==> src/rtl/pulse_prog_pkg.sv <==
package pulse_prog_pkg;

  typedef enum logic [3:0] {
    ST_IDLE, ST_LOAD, ST_SETUP, ST_PULSE, ST_HOLD,
    ST_FLOAT, ST_VERIFY, ST_NEXT, ST_CHECK, ST_DONE
  } progState_t;

  // which interval the shared timer is loaded with
  typedef enum logic [1:0] {
    TM_SETUP, TM_SHORT, TM_OVER, TM_READ
  } timerSel_t;

  // strobes from control to datapath
  typedef struct packed {
    logic      loadTimer;
    timerSel_t timerSel;
    logic      clrAddr;
    logic      incAddr;
    logic      clrTries;
    logic      incTries;
    logic      latchData;
    logic      setFail;
    logic      failPhase;
    logic      clrFail;
  } ctlStrobe_t;

  // conditions from datapath to control
  typedef struct packed {
    logic timerDone;
    logic addrLast;
    logic srcBlank;
    logic triesMax;
    logic verifyOk;
    logic checkOk;
  } dpStatus_t;

endpackage

==> src/rtl/pulse_prog_dp.sv <==
module pulse_prog_dp
  import pulse_prog_pkg::*;
#(
  parameter int ADDR_W     = 15,
  parameter int CYC_PER_MS = 1000,
  parameter int SETUP_CYC  = 2,
  parameter int READ_CYC   = 2,
  parameter int MAX_TRIES  = 25
) (
  input  logic              clk,
  input  logic              rst_n,
  input  ctlStrobe_t        strobe,
  output dpStatus_t         status,
  input  logic [7:0]        srcData,
  input  logic [7:0]        busIn,
  output logic [ADDR_W-1:0] addr,
  output logic [7:0]        dataReg,
  output logic              failFlag,
  output logic [ADDR_W-1:0] failAddr,
  output logic              failPhase
);

  localparam int TRY_W    = $clog2(MAX_TRIES + 1);
  localparam int OVER_MAX = 3 * MAX_TRIES * CYC_PER_MS;
  localparam int CNT_W    = $clog2(OVER_MAX + 1);

  logic [TRY_W-1:0] tries;
  logic [CNT_W-1:0] timer;
  logic [CNT_W-1:0] loadVal;
  logic [CNT_W-1:0] overLen;

  // long pulse: three short-pulse lengths for every attempt used
  assign overLen = CNT_W'(tries) * CNT_W'(3 * CYC_PER_MS);

  always_comb begin
    case (strobe.timerSel)
      TM_SETUP: loadVal = CNT_W'(SETUP_CYC - 1);
      TM_SHORT: loadVal = CNT_W'(CYC_PER_MS - 1);
      TM_OVER:  loadVal = overLen - 1'b1;
      default:  loadVal = CNT_W'(READ_CYC - 1);
    endcase
  end

  always_ff @(posedge clk) begin
    if (!rst_n)                timer <= '0;
    else if (strobe.loadTimer) timer <= loadVal;
    else if (timer != '0)      timer <= timer - 1'b1;
  end

  always_ff @(posedge clk) begin
    if (!rst_n)               addr <= '0;
    else if (strobe.clrAddr)  addr <= '0;
    else if (strobe.incAddr)  addr <= addr + 1'b1;
  end

  always_ff @(posedge clk) begin
    if (!rst_n || strobe.clrTries) tries <= TRY_W'(1);
    else if (strobe.incTries)      tries <= tries + 1'b1;
  end

  always_ff @(posedge clk) begin
    if (!rst_n)                dataReg <= '1;
    else if (strobe.latchData) dataReg <= srcData;
  end

  always_ff @(posedge clk) begin
    if (!rst_n || strobe.clrFail) begin
      failFlag  <= 1'b0;
      failAddr  <= '0;
      failPhase <= 1'b0;
    end else if (strobe.setFail) begin
      failFlag  <= 1'b1;
      failAddr  <= addr;
      failPhase <= strobe.failPhase;
    end
  end

  assign status.timerDone = (timer == '0);
  assign status.addrLast  = (addr == '1);
  assign status.srcBlank  = (srcData == 8'hFF);
  assign status.triesMax  = (tries == TRY_W'(MAX_TRIES));
  assign status.verifyOk  = (busIn == dataReg);
  assign status.checkOk   = (busIn == srcData);

endmodule

==> src/rtl/pulse_prog_fsm.sv <==
module pulse_prog_fsm
  import pulse_prog_pkg::*;
(
  input  logic       clk,
  input  logic       rst_n,
  input  logic       start,
  input  dpStatus_t  status,
  output ctlStrobe_t strobe,
  output logic       memCeN,
  output logic       memOeN,
  output logic       busOe,
  output logic       progSupply,
  output logic       done
);

  progState_t state, nxt;
  logic overPh, setOver, clrOver;

  always_comb begin
    strobe  = '0;
    nxt     = state;
    setOver = 1'b0;
    clrOver = 1'b0;
    case (state)
      ST_IDLE, ST_DONE: if (start) begin
        nxt             = ST_LOAD;
        strobe.clrAddr  = 1'b1;
        strobe.clrTries = 1'b1;
        strobe.clrFail  = 1'b1;
        clrOver         = 1'b1;
      end
      ST_LOAD: begin
        strobe.latchData = 1'b1;
        if (status.srcBlank) nxt = ST_NEXT;
        else begin
          nxt              = ST_SETUP;
          strobe.loadTimer = 1'b1;
          strobe.timerSel  = TM_SETUP;
        end
      end
      ST_SETUP: if (status.timerDone) begin
        nxt              = ST_PULSE;
        strobe.loadTimer = 1'b1;
        strobe.timerSel  = overPh ? TM_OVER : TM_SHORT;
      end
      ST_PULSE: if (status.timerDone) begin
        nxt              = ST_HOLD;
        strobe.loadTimer = 1'b1;
        strobe.timerSel  = TM_SETUP;
      end
      ST_HOLD: if (status.timerDone) begin
        if (overPh) nxt = ST_NEXT;
        else begin
          nxt              = ST_FLOAT;
          strobe.loadTimer = 1'b1;
          strobe.timerSel  = TM_SETUP;
        end
      end
      ST_FLOAT: if (status.timerDone) begin
        nxt              = ST_VERIFY;
        strobe.loadTimer = 1'b1;
        strobe.timerSel  = TM_READ;
      end
      ST_VERIFY: if (status.timerDone) begin
        if (status.verifyOk) begin
          nxt              = ST_SETUP;
          setOver          = 1'b1;
          strobe.loadTimer = 1'b1;
          strobe.timerSel  = TM_SETUP;
        end else if (status.triesMax) begin
          nxt              = ST_DONE;
          strobe.setFail   = 1'b1;
          strobe.failPhase = 1'b0;
        end else begin
          nxt              = ST_SETUP;
          strobe.incTries  = 1'b1;
          strobe.loadTimer = 1'b1;
          strobe.timerSel  = TM_SETUP;
        end
      end
      ST_NEXT: begin
        strobe.clrTries = 1'b1;
        clrOver         = 1'b1;
        if (status.addrLast) begin
          nxt              = ST_CHECK;
          strobe.clrAddr   = 1'b1;
          strobe.loadTimer = 1'b1;
          strobe.timerSel  = TM_READ;
        end else begin
          nxt            = ST_LOAD;
          strobe.incAddr = 1'b1;
        end
      end
      ST_CHECK: if (status.timerDone) begin
        if (!status.checkOk) begin
          nxt              = ST_DONE;
          strobe.setFail   = 1'b1;
          strobe.failPhase = 1'b1;
        end else if (status.addrLast) begin
          nxt = ST_DONE;
        end else begin
          strobe.incAddr   = 1'b1;
          strobe.loadTimer = 1'b1;
          strobe.timerSel  = TM_READ;
        end
      end
      default: nxt = ST_IDLE;
    endcase
  end

  always_ff @(posedge clk) begin
    if (!rst_n) begin
      state  <= ST_IDLE;
      overPh <= 1'b0;
    end else begin
      state <= nxt;
      if (clrOver)      overPh <= 1'b0;
      else if (setOver) overPh <= 1'b1;
    end
  end

  assign memCeN     = !(state == ST_PULSE || state == ST_CHECK);
  assign memOeN     = !(state == ST_VERIFY || state == ST_CHECK);
  assign busOe      = (state == ST_SETUP) || (state == ST_PULSE) || (state == ST_HOLD);
  assign progSupply = (state == ST_LOAD) || (state == ST_SETUP) || (state == ST_PULSE) ||
                      (state == ST_HOLD) || (state == ST_FLOAT) || (state == ST_VERIFY) ||
                      (state == ST_NEXT);
  assign done       = (state == ST_DONE);

endmodule

==> src/rtl/pulse_prog_ctrl.sv <==
module pulse_prog_ctrl
  import pulse_prog_pkg::*;
#(
  parameter int ADDR_W     = 15,
  parameter int CYC_PER_MS = 1000,
  parameter int SETUP_CYC  = 2,
  parameter int READ_CYC   = 2,
  parameter int MAX_TRIES  = 25
) (
  input  logic              clk,
  input  logic              rst_n,
  input  logic              start,
  output logic              done,
  output logic              pass,
  output logic              fail,
  output logic [ADDR_W-1:0] failAddr,
  output logic              failPhase,
  output logic [ADDR_W-1:0] srcAddr,
  input  logic [7:0]        srcData,
  output logic [ADDR_W-1:0] memAddr,
  output logic              memCeN,
  output logic              memOeN,
  output logic [7:0]        busOut,
  input  logic [7:0]        busIn,
  output logic              busOe,
  output logic              vccHigh,
  output logic              vppHigh
);

  ctlStrobe_t        strobe;
  dpStatus_t         status;
  logic [ADDR_W-1:0] addr;
  logic              failFlag;
  logic              progSupply;

  pulse_prog_fsm fsm_i (
    .clk(clk), .rst_n(rst_n), .start(start), .status(status), .strobe(strobe),
    .memCeN(memCeN), .memOeN(memOeN), .busOe(busOe),
    .progSupply(progSupply), .done(done)
  );

  pulse_prog_dp #(
    .ADDR_W(ADDR_W), .CYC_PER_MS(CYC_PER_MS), .SETUP_CYC(SETUP_CYC),
    .READ_CYC(READ_CYC), .MAX_TRIES(MAX_TRIES)
  ) dp_i (
    .clk(clk), .rst_n(rst_n), .strobe(strobe), .status(status),
    .srcData(srcData), .busIn(busIn), .addr(addr), .dataReg(busOut),
    .failFlag(failFlag), .failAddr(failAddr), .failPhase(failPhase)
  );

  assign srcAddr = addr;
  assign memAddr = addr;
  assign vccHigh = progSupply;
  assign vppHigh = progSupply;
  assign pass    = done && !failFlag;
  assign fail    = done && failFlag;

endmodule

==> config.mk <==
export PLATFORM = sky130hd
export DESIGN_NAME = pulse_prog_ctrl
export DESIGN_NICKNAME = d
export VERILOG_FILES = /design/src/rtl/pulse_prog_pkg.sv /design/src/rtl/pulse_prog_dp.sv /design/src/rtl/pulse_prog_fsm.sv /design/src/rtl/pulse_prog_ctrl.sv
export SDC_FILE = /design/constraint.sdc
export NUM_CORES = 1
export LEC_CHECK = 0
export ABC_AREA = 1
export BUFFER_PORTS_ARGS = -buffer_cell sky130_fd_sc_hd__buf_2
export CAP_MARGIN = 20
export CELL_PAD_IN_SITES_DETAIL_PLACEMENT = 1
export CELL_PAD_IN_SITES_GLOBAL_PLACEMENT = 2
export CORE_ASPECT_RATIO = 0.8
export CORE_MARGIN = 1.5
export CORE_UTILIZATION = 32
export CTS_BUF_LIST = sky130_fd_sc_hd__clkbuf_8
export DETAILED_ROUTE_END_ITERATION = 16
export PLACE_DENSITY = 0.88
export RECOVER_POWER = 50
export SLEW_MARGIN = 5
export SYNTH_ARGS = -nofsm -noshare
export SYNTH_HDL_FRONTEND = slang
export SYNTH_SLANG_ARGS = --single-unit
==> constraint.sdc <==
create_clock -name clk -period 4.4 [get_ports clk]
set_clock_uncertainty 0.1 [all_clocks]
set_input_delay 0.22 -clock clk [delete_from_list [all_inputs] [get_ports clk]]
set_output_delay 0.22 -clock clk [all_outputs]
set_load 0.05 [all_outputs]
# --- Word-level counts from Yosys, hierarchy flattened ---
# Index checks and enable logic that the tools add are counted.
op_classes:
  mux: 55
  bitwise: 1
  add_sub_neg: 4
  eq_ne: 24
  n_reduce_logical: 26
  multipliers: 1
op_table:
  columns: ["operator", "n"]
  rows:
  - ["2-to-1 mux 4 bit", 13]
  - ["2-to-1 mux 3 bit", 13]
  - ["case mux 4 bit (9 select lines)", 1]
  - ["2-to-1 mux 17 bit", 2]
  - ["case mux 17 bit (2 select lines)", 1]
  - ["subtractor 17 x 1 -> 17 bit (second input constant)", 2]
  - ["case mux 3 bit (8 select lines)", 1]
  - ["zero test 17 bit", 1]
  - ["nonzero test 17 bit", 1]
  - ["equality test 4 x 3 -> 1 bit (second input constant)", 4]
  - ["equality test 8 bit", 2]
  - ["adder 15 x 1 -> 15 bit (second input constant)", 1]
  - ["equality test 15 bit (second input constant)", 1]
  - ["multiplier 5 x 9 -> 14 bit (second input constant)", 1]
  - ["2-to-1 mux 2 bit", 7]
  - ["2-to-1 mux 1 bit", 13]
  - ["logical OR 1 bit", 12]
  - ["inequality test 2 x 1 -> 1 bit (second input constant)", 6]
  - ["equality test 4 x 2 -> 1 bit (second input constant)", 2]
  - ["equality test 4 bit (second input constant)", 2]
  - ["equality test 8 bit (second input constant)", 1]
  - ["AND reduction 8 bit", 1]
  - ["case mux 1 bit (2 select lines)", 3]
  - ["OR reduction 2 bit", 3]
  - ["13 further kinds", 17]
word_totals:
  out_inout_bits: 62
  in_bits: 19
  word_cells: 120
  regBits: 67

# --- Depth between registers and ports, before layout ---
# Gate-level depths: netlist of run 1.
logic_depth:
  word_depth: 8
  mapped_depth: 23
  ltp_nobuf: 23

# --- By module ---
# Synthesis of run 1 repeated with hierarchy kept, for this count alone.
hier_totals:
  cells_unflattened: 755
  area_unflattened_um2: 5176.2
by_module_without_submodules:
  columns: ["mod", "area_per_inst_um2", "seq_area_each_um2", "n_inst", "cells_each"]
  rows:
  - ["pulse_prog_dp", 4405.5, 1241.2, 1, 625]
  - ["pulse_prog_fsm", 633.1, 100.1, 1, 110]
  - ["pulse_prog_ctrl", 137.6, 0.0, 1, 20]

# --- Worst setup path before layout of run 1 ---
# No wires, ideal clock.
synth_path:
  path_type: "register -> register"
  start: "register dp_i.tries[2]"
  end: "register dp_i.timer[15]"
  path_slack_ps: 983
  period_less_slack_ps: 3417
  t_required_ps: 4181
  arrival_ps: 3197
  setup_time_ps: 119
  n_path_buf: 0
  stages_incl_launch_ff: 22
  path_cell_list: "dfxtp_1 > fa_1 > inv_1 > fa_1 > inv_1 > fa_1 > ha_1 > nand2_1 > nor2_1 > nand2_1 > nand3_1 > nand2_1 > nand2_1 > nand2_1 > nor2_1 > nand2_1 > nor2_1 > nand2_1 > nand2_1 > nand2_1 > nand2_1 > a21oi_1"
synth_via:
  elab_chain_cells: 6
  word_cells_on_any_way: 10
  classes_between: "1 x add/sub; 1 x mul; 1 x eq/ne; 6 x mux; 1 x reduce/logical"
synth_rtl:
  columns: ["element", "line", "text"]
  rows:
  - ["from (decl)", "pulse_prog_dp.sv:27", "logic [TRY_W-1:0] tries;"]
  - ["from (signal assigned)", "pulse_prog_dp.sv:58", "else if (strobe.incTries) tries <= tries + 1'b1;"]
  - ["branches (longest 6 deep; another with subtractor 17 x 1 -> 17 bit)", null, null]
  - ["to (signal assigned)", "pulse_prog_dp.sv:46", "else if (strobe.loadTimer) timer <= loadVal;"]
  - ["to (signal assigned)", "pulse_prog_dp.sv:47", "else if (timer != '0) timer <= timer - 1'b1;"]
  - ["to (decl)", "pulse_prog_dp.sv:28", "logic [CNT_W-1:0] timer;"]
# Several ways; the timed one is not identified.
# A chain may end at the register's enable or synchronous reset.

# --- Final worst setup path of run 1 ---
layout_path:
  start: "register dp_i.tries[4]"
  end: "register dp_i.timer[15]"
# Same word-level chain as after synthesis.

==> impl_table.tex, run 1 <==
\begin{tabular}{lr}
\hline
Metric & Value \\
\hline
\multicolumn{2}{l}{\textbf{Timing}} \\
\quad Actual transition at the worst max-transition pin & 0.7477 ns \\
\quad Final worst-path cycle share & 0.8668 \\
\quad Minimum clock period after layout & 3.814 ns \\
\quad Highest clock rate & between 200 and 300 MHz \\
\quad Setup-failing EPs final & 0 \\
\quad Unrepaired setup endpoints after global routing & no \\
\quad Final slew viol count & 0 \\
\quad Final Hold Vio Count & 0 \\
\quad Worst slew margin relative to its limit & 0.4997 \\
\quad Setup TNS after final layout & 0 ns \\
\multicolumn{2}{l}{\textbf{Run status}} \\
\quad Outcome & finished clean \\
\multicolumn{2}{l}{\textbf{Clock network}} \\
\quad Cell chosen for the clock root & clkbuf\_8 \\
\quad Deepest clock path buffer count & 2 \\
\quad CTS H-tree lvls & 3 \\
\quad Number of buffers added to fix hold violations after cts & 0 \\
\quad Clock latency at the later pin of the worst-skew pair & 0.37 ns \\
\quad Number of clock sinks & 67 \\
\quad Clock tree from TritonCTS & built \\
\quad TritonCTS Buffers & 9 \\
\quad CTS clock-pin slew for the worst setup and hold paths & 0.07 ns \\
\quad Number of post-CTS setup repair buffers & 0 \\
\quad CTS resizes & 0 \\
\multicolumn{2}{l}{\textbf{Synth}} \\
\quad Synthesized area divided by synthesized cell count & around 6.7 um2 \\
\quad Post-synthesis instance area & 0.005209 mm2 \\
\quad Count of flip-flops with a built-in enable after synthesis & 0 \\
\quad Synthesis warning total & 0 \\
\quad Count of cell types in the netlist & 47 \\
\quad Number of instances in the synthesized netlist & 775 \\
\quad FFs w/ async S/R, synth & 0 \\
\quad Flops \& latches, synth & 67 \\
\quad Sequential area share after synthesis & 0.2575 \\
\quad Number of nets produced by synthesis & 837 \\
\quad Main synth FF type & dfxtp\_1 \\
\multicolumn{2}{l}{\textbf{Setup path}} \\
\quad Worst reg-to-reg path cell count & 20 \\
\quad Maximum cell stage delay along the critical path & around 0.52 ns \\
\quad Cell family with most CP delay & adder cells \\
\quad Worst path slowest cell & fa\_1 \\
\quad Cell with the most instances on the worst path & nand2\_1 \\
\quad Crit Path Max Fanout & 7 \\
\quad Critical Path Start Type & register \\
\quad Endpoint kind of the worst setup timing path & register \\
\quad Number of buffer and inverter stages on the critical path & 3 \\
\quad Data required time of the worst path & about 4.6 ns \\
\quad Minimum setup slack among reg-to-reg paths & 0.59 ns \\
\quad Arrival time worst endpoint & roughly 4.0 ns \\
\quad Cell-by-cell listing of the critical path & fa\_1, ha\_1, inv\_1, fa\_1, inv\_1, ha\_1, nand2\_1, inv\_1, a21oi\_1, nand2\_1, nand2\_1, nand2\_1, nor2\_1, nand2\_1, nor2\_1, nand2\_1, nand2\_1, nand2\_1, nand2\_1, a21oi\_1 \\
\quad Levels on crit path & 20 \\
\quad Path type of the worst setup path & reg2reg \\
\multicolumn{2}{l}{\textbf{Worst hold path}} \\
\quad Cell depth of the worst hold path & 3 \\
\quad Type of the tightest min-delay check & in2reg \\
\multicolumn{2}{l}{\textbf{Detailed routing}} \\
\quad DRC & 0 \\
\quad Pre-antenna DRT Iters & 5 \\
\quad Routed length per placed instance & between 10 and 15 um \\
\quad Number of DRC markers in iteration 0 & 172 \\
\quad Routed WL & 14630 um \\
\quad DRT antenna net count & 0 \\
\quad Total vias in the final route & 5086 \\
\quad Detailed-route vias per instance & $\sim$4.8 \\
\multicolumn{2}{l}{\textbf{Power and ir drop}} \\
\quad Final Power & 2.552 mW \\
\quad LEAKAGE & between 2 and 3 nW \\
\quad Power density cells & 437.1 mW/mm2 \\
\quad Max VDD drop & 0.1725 mV \\
\multicolumn{2}{l}{\textbf{Die}} \\
\quad Die height & about 120 um \\
\quad Standard-cell row count & 41 \\
\quad I/O pin total & between 80 and 90 \\
\quad Core Region & 0.01585 mm2 \\
\quad Initial cell density of the core & 0.3286 \\
\quad Die area & around 0.017 mm2 \\
\quad Horizontal die dimension & 145.6 um \\
\multicolumn{2}{l}{\textbf{Global routing}} \\
\quad Initial antenna violation count & 0 \\
\quad Number of global-route vias before repair & 4880 \\
\quad Maximum number of pins on one net before global-route repair & 28 \\
\quad Grt total ovfl & 0 \\
\quad Global-route wire length before repair & 24120 um \\
\quad Total global-route track usage & 0.1770 \\
\multicolumn{2}{l}{\textbf{Placement}} \\
\quad IO buf count & 80 \\
\quad Instance count after placement with tap cells included & 1045 \\
\quad HPWL Detailed & 11720 um \\
\quad Final estimated routing congestion in global placement & 0.8108 \\
\multicolumn{2}{l}{\textbf{Cells and area}} \\
\quad Non-filler instance count after layout & roughly 1100 \\
\quad Relative area change from synthesis to final layout & 12.06\% \\
\quad Fin nets & 903 \\
\quad Fraction of final layout cells sized beyond drive strength 1 & 0.08284 \\
\quad N\_diodes & 0 \\
\quad Number of fillers in the final layout & 2093 \\
\multicolumn{2}{l}{\textbf{Flow run}} \\
\quad Reported max-cap violation count & 0 \\
\hline
\end{tabular}
==> stage by stage <==
stage	hold WS (ns)	utilization	area [um2]	setup WS, ns
CTS	0.005479	0.3731	5914	0.5963
global route	0.01861	0.3682	5837	0.2476
floorplan	0.2471	-	5209	0.9833
detailed placement	0.3792	0.3595	5699	0.6219
global placement	0.3695	0.3595	5699	0.7270
finish	0.01961	0.3682	5837	0.5862
==> report_power, final <==
part	switching [mW]	leakage, nW	internal (mW)
clock	0.257	0.108	0.329
sequential	0.0808	0.545	0.703
combinational	0.835	2.02	0.347
==> area by class of cell <==
| cell class | instances | area (um2) | area share |
|---|---|---|---|
| Clock buffer | 10 | 137.6 | 0.02358 |
| Clock inverter | 5 | 77.57 | 0.01329 |
| Inverter | 120 | 456.7 | 0.07824 |
| Multi-Input combinational cell | 562 | 3217 | 0.5511 |
| Sequential cell | 67 | 1341 | 0.2298 |
| Tap cell | 215 | 269.0 | 0.04609 |
| Timing Repair Buffer | 81 | 337.8 | 0.05788 |
==> kinds of logic (layout without fill, tap and decap cells) <==
logic type                 after synthesis  after routing  synth area share
adders and majority gates               43             43            0.1163
DFF                                     67             67            0.2575
xor gates and xnor gates                29             29           0.04876
buffers and inverters                  146            216            0.1235
AOI/OAI and AO/OA                      115            115            0.1266
and+or+nand+nor                        375            375            0.3274
==> layer usage <==
metal | part of all wire | track usage
met3 | 0.037 | 0.04186
met2 | 0.42 | 0.2737
met5 | 0 | 0
met4 | 0.011 | 0.04898
met1 | 0.53 | 0.2471
==> layout by cell type (no fill, tap or decap), types with 4 or more instances in the layout <==
cell type | netlist | layout
nand3b_1 | 4 | 4
clkbuf_1 | 3 | 56
xnor2_1 | 13 | 13
xor2_1 | 16 | 16
o21ai_1 | 4 | 4
inv_1 | 112 | 113
nor3_1 | 16 | 16
nand2_1 | 168 | 168
nand3_1 | 44 | 44
clkbuf_8 | 0 | 10
a21oi_1 | 45 | 45
fa_1 | 9 | 9
o21a_1 | 4 | 4
o21ai_0 | 33 | 33
buf_2 | 2 | 24
nand4_1 | 15 | 15
a211oi_1 | 16 | 16
inv_2 | 6 | 5
ha_1 | 34 | 34
nor2_1 | 101 | 102
dfxtp_1 | 67 | 67
==> state kept, by name, summed over array words and instances (netlist names) <==
signal / cells
dp_i.timer: 17
dp_i.addr: 15
dp_i.tries: 5
fsm_i.state: 4
fsm_i.overPh: 1
dp_i.failPhase: 1
dp_i.failFlag: 1
dp_i.failAddr: 15
dp_i.dataReg: 8
==> synthesized netlist by cell type, types with 3 or more instances <==
cell type | count | area share
a211oi_1 | 16 | 0.023
a21oi_1 | 45 | 0.043
a31oi_1 | 3 | 0.0036
buf_4 | 19 | 0.027
clkbuf_1 | 3 | 0.0022
dfxtp_1 | 67 | 0.26
fa_1 | 9 | 0.035
ha_1 | 34 | 0.082
inv_1 | 112 | 0.081
inv_2 | 6 | 0.0043
nand2_1 | 168 | 0.12
nand2_2 | 3 | 0.0036
nand2_4 | 3 | 0.0065
nand3_1 | 44 | 0.042
nand3b_1 | 4 | 0.0058
nand4_1 | 15 | 0.018
nor2_1 | 101 | 0.073
nor2_2 | 3 | 0.0036
nor2_4 | 4 | 0.0086
nor3_1 | 16 | 0.015
o21a_1 | 4 | 0.0058
o21ai_0 | 33 | 0.032
o21ai_1 | 4 | 0.0038
o31ai_1 | 3 | 0.0043
xnor2_1 | 13 | 0.022
xor2_1 | 16 | 0.027
==> worst paths after layout <==
check,start,to
setup / recovery,dp_i.tries[4]$_SDFFE_PP0P_,dp_i.timer[15]$_SDFFE_PN0P_
hold / removal,srcData[2],dp_i.dataReg[2]$_SDFFE_PN1P_
setup reg to reg,dp_i.tries[4]$_SDFFE_PP0P_,dp_i.timer[15]$_SDFFE_PN0P_
hold reg to reg,dp_i.failFlag$_SDFFE_PP0P_,dp_i.failFlag$_SDFFE_PP0P_
==> worst register-to-register path: stages (launching register included) <==
cell and delay (ns):
dfxtp_1 0.49, fa_1 0.47, ha_1 0.33, inv_1 0.07, fa_1 0.52, inv_1 0.05
ha_1 0.36, nand2_1 0.13, inv_1 0.05, a21oi_1 0.19, nand2_1 0.10, nand2_1 0.09
nand2_1 0.11, nor2_1 0.12, nand2_1 0.09, nor2_1 0.13, nand2_1 0.07, nand2_1 0.06
nand2_1 0.05, nand2_1 0.05, a21oi_1 0.05
Power figures use the tool's default switching activity.
==> run 2: changes to the inputs <==
HOLD_SLACK_MARGIN = 0.02   (was unset)
SETUP_SLACK_MARGIN = 0.15   (was unset)
TNS_END_PERCENT = 30   (was unset)
==> impl_table.tex, run 2 (synthesis results as in run 1) <==
\begin{tabular}{lr}
\hline
Metric & Value \\
\hline
\multicolumn{2}{l}{\textbf{Cells and area}} \\
\quad Fraction of final layout cells sized beyond drive strength 1 & 0.08226 (was 0.08284) \\
\quad Most frequent cells in the layout & nand2\_1, inv\_1, nor2\_1 (unchanged) \\
\quad N\_diodes & 0 (unchanged) \\
\quad Relative area change from synthesis to final layout & 13.21\% (was 12.06\%) \\
\quad Fin nets & 909 (was 903) \\
\quad Most common cell after layout, fill and taps aside & nand2\_1 (unchanged) \\
\quad Register with the most flip-flops & dp\_i.timer (unchanged) \\
\quad Final std cell area, no fill & 0.005897 mm2 (was 0.005837 mm2) \\
\quad Number of fillers in the final layout & 2087 (was 2093) \\
\quad Max reg flops & 17 (unchanged) \\
\quad Fraction of the core area covered by cells at the end of the flow & 0.3720 (was 0.3682) \\
\quad Top flop regs & dp\_i.timer (17), dp\_i.addr (15), dp\_i.failAddr (15) (unchanged) \\
\multicolumn{2}{l}{\textbf{Timing}} \\
\quad Highest clock rate & 261.4 MHz (was 262.2 MHz) \\
\quad Final Hold Vio Count & 0 (unchanged) \\
\quad Final worst-path cycle share & 0.8693 (was 0.8668) \\
\quad Worst setup margin & 0.5749 ns (was 0.5862 ns) \\
\quad Worst slew margin relative to its limit & 0.5128 (was 0.4997) \\
\quad Unrepaired setup endpoints after global routing & no (unchanged) \\
\quad Setup-failing EPs final & 0 (unchanged) \\
\quad Actual transition at the worst max-transition pin & 0.7282 ns (was 0.7477 ns) \\
\quad Final slew viol count & 0 (unchanged) \\
\quad Setup TNS after final layout & 0 ns (unchanged) \\
\quad Minimum clock period after layout & 3.825 ns (was 3.814 ns) \\
\quad Worst hold margin & 0.08194 ns (was 0.01961 ns) \\
\multicolumn{2}{l}{\textbf{Clock network}} \\
\quad CTS H-tree lvls & 3 (unchanged) \\
\quad Cell chosen for the clock root & clkbuf\_8 (unchanged) \\
\quad CTS resizes & 0 (unchanged) \\
\quad TritonCTS Buffers & 9 (unchanged) \\
\quad Number of clock sinks & 67 (unchanged) \\
\quad Clock tree from TritonCTS & built (unchanged) \\
\quad CTS clock-pin slew for the worst setup and hold paths & 0.07 ns (about the same) \\
\quad Clock latency at the later pin of the worst-skew pair & 0.37 ns (about the same) \\
\quad Number of post-CTS setup repair buffers & 0 (unchanged) \\
\quad Deepest clock path buffer count & 2 (unchanged) \\
\multicolumn{2}{l}{\textbf{Power and ir drop}} \\
\quad Fraction of power consumed by the clock network & 0.229 (was 0.230) \\
\quad Reg power frac & 0.307 (about the same) \\
\quad LEAKAGE & 2.695 nW (was 2.670 nW) \\
\quad Internal Pwr Total & 1.382 mW (was 1.379 mW) \\
\quad Max VDD drop & 0.1724 mV (was 0.1725 mV) \\
\quad P\_sw & 1.173 mW (about the same) \\
\quad Power density cells & 433.3 mW/mm2 (was 437.1 mW/mm2) \\
\quad Switching part of the total & 0.4592 (was 0.4597) \\
\quad Gate power share & 0.464 (was 0.463) \\
\multicolumn{2}{l}{\textbf{Worst hold path}} \\
\quad Startpoint of the worst hold path & srcData[1] (was srcData[2]) \\
\quad Type of the tightest min-delay check & in2reg (unchanged) \\
\multicolumn{2}{l}{\textbf{Global routing}} \\
\quad Global-route wire length before repair & 24270 um (was 24120 um) \\
\quad Maximum number of pins on one net before global-route repair & 28 (unchanged) \\
\quad Number of global-route vias before repair & 4908 (was 4880) \\
\quad Total global-route track usage & 0.1780 (was 0.1770) \\
\quad Grt total ovfl & 0 (unchanged) \\
\quad Initial antenna violation count & 0 (unchanged) \\
\multicolumn{2}{l}{\textbf{Detailed routing}} \\
\quad Pre-antenna DRT Iters & 4 (was 5) \\
\quad Number of DRC markers in iteration 0 & 167 (was 172) \\
\quad DRC & 0 (unchanged) \\
\quad Routed WL & 14730 um (was 14630 um) \\
\quad Detailed-route vias per instance & 4.770 (was 4.798) \\
\quad Routed length per placed instance & 13.82 um (was 13.80 um) \\
\quad Total vias in the final route & 5085 (was 5086) \\
\quad DRT antenna net count & 0 (unchanged) \\
\multicolumn{2}{l}{\textbf{Setup path}} \\
\quad Reg-to-reg critical path startpoint & dp\_i.tries[4]\$\_SDFFE\_PP0P\_ (unchanged) \\
\quad Critical Path Start Type & register (unchanged) \\
\quad Endpoint kind of the worst setup timing path & register (unchanged) \\
\quad Crit Path Max Fanout & 7 (unchanged) \\
\quad Minimum setup slack among reg-to-reg paths & 0.57 ns (was 0.59 ns) \\
\quad Worst setup path startpoint & dp\_i.tries[4]\$\_SDFFE\_PP0P\_ (unchanged) \\
\quad Arrival time worst endpoint & 3.97 ns (was 3.96 ns) \\
\quad Path type of the worst setup path & reg2reg (unchanged) \\
\quad Data required time of the worst path & 4.55 ns (about the same) \\
\multicolumn{2}{l}{\textbf{Run status}} \\
\quad Outcome & finished clean (unchanged) \\
\multicolumn{2}{l}{\textbf{Die}} \\
\quad Core Region & 0.01585 mm2 (unchanged) \\
\quad Die height & 117.1 um (unchanged) \\
\quad Horizontal die dimension & 145.6 um (unchanged) \\
\quad Die area & 0.01706 mm2 (unchanged) \\
\quad Initial cell density of the core & 0.3286 (unchanged) \\
\quad Standard-cell row count & 41 (unchanged) \\
\quad I/O pin total & 81 (unchanged) \\
\multicolumn{2}{l}{\textbf{Placement}} \\
\quad HPWL Detailed & 11720 um (unchanged) \\
\quad Final estimated routing congestion in global placement & 0.8108 (unchanged) \\
\quad Total placed instance area & 0.005699 mm2 (unchanged) \\
\quad IO buf count & 80 (unchanged) \\
\quad Worst Setup Slack post-DPL & 0.6219 ns (unchanged) \\
\multicolumn{2}{l}{\textbf{Flow run}} \\
\quad Reported max-cap violation count & 0 (unchanged) \\
\hline
\end{tabular}
run 2: cell types whose count changed in the layout (fill, tap and decap cells not counted), sizes merged:
cell         previous run  this run
dlygate4sd3             0         6
run 2: worst max-delay path, stage by stage (launching register included):
cell     delay (ns)
dfxtp_1        0.49
fa_1           0.47
ha_1           0.33
inv_1          0.07
fa_1           0.52
inv_1          0.05
ha_1           0.36
nand2_1        0.13
inv_1          0.05
a21oi_1        0.19
nand2_1        0.11
nand2_1        0.09
nand2_1        0.11
nor2_1         0.12
nand2_1        0.09
nor2_1         0.13
nand2_1        0.07
nand2_1        0.06
nand2_1        0.05
nand2_1        0.05
a21oi_1        0.05
run 2: worst paths after layout:
| kind | end | depth (start not counted) |
|---|---|---|
| worst min register to register | dp_i.failFlag$_SDFFE_PP0P_ | 2 |
| worst min-delay path | dp_i.dataReg[1]$_SDFFE_PN1P_ | 3 |
| worst max-delay path | dp_i.timer[15]$_SDFFE_PN0P_ | 20 |
| worst max register to register | dp_i.timer[15]$_SDFFE_PN0P_ | 20 |
run 2: metrics by stage:
stage	power (mW)	cells
2_1_floorplan	1.746	775
3_3_place_gp	1.982	1045
3_5_place_dp	1.998	1045
4_1_cts	2.601	1066
5_1_grt	2.765	1066
6_report	2.555	1066
run 2: final cells by class:
type                            count  area (um2)  area share
Timing Repair Buffer               87       397.9     0.06747
Clock buffer                       10       137.6     0.02334
Clock inverter                      5       77.57     0.01316
Multi-Input combinational cell    562        3217      0.5455
Inverter                          120       456.7     0.07745
Tap cell                          215       269.0     0.04562
Sequential cell                    67        1341      0.2275
run 2: metal layers:
| layer | global-route usage | up-vias | wire, um |
|---|---|---|---|
| met1 | 0.2480 | 2371 | 7859 |
| li1 | - | 2624 | - |
| met3 | 0.04147 | 7 | 509 |
| met4 | 0.04898 | 0 | 94 |
| met5 | 0 | - | 0 |
| met2 | 0.2765 | 83 | 6271 |
run 2: timing repair:
| action | in CTS | in global routing |
|---|---|---|
| hold buffers | 6 | 0 |
| endpoints found under the setup margin | 0 | 0 |
| hold endpoints to repair | 6 | 0 |
run 2: power groups by stage:
stage	Clock, mW	Combinational (mW)	Sequential [mW]
5_1_grt	0.630	1.34	0.797
4_1_cts	0.602	1.22	0.784
3_3_place_gp	0	1.19	0.796
3_5_place_dp	0	1.20	0.796
6_report	0.585	1.19	0.784
2_1_floorplan	0	0.875	0.870
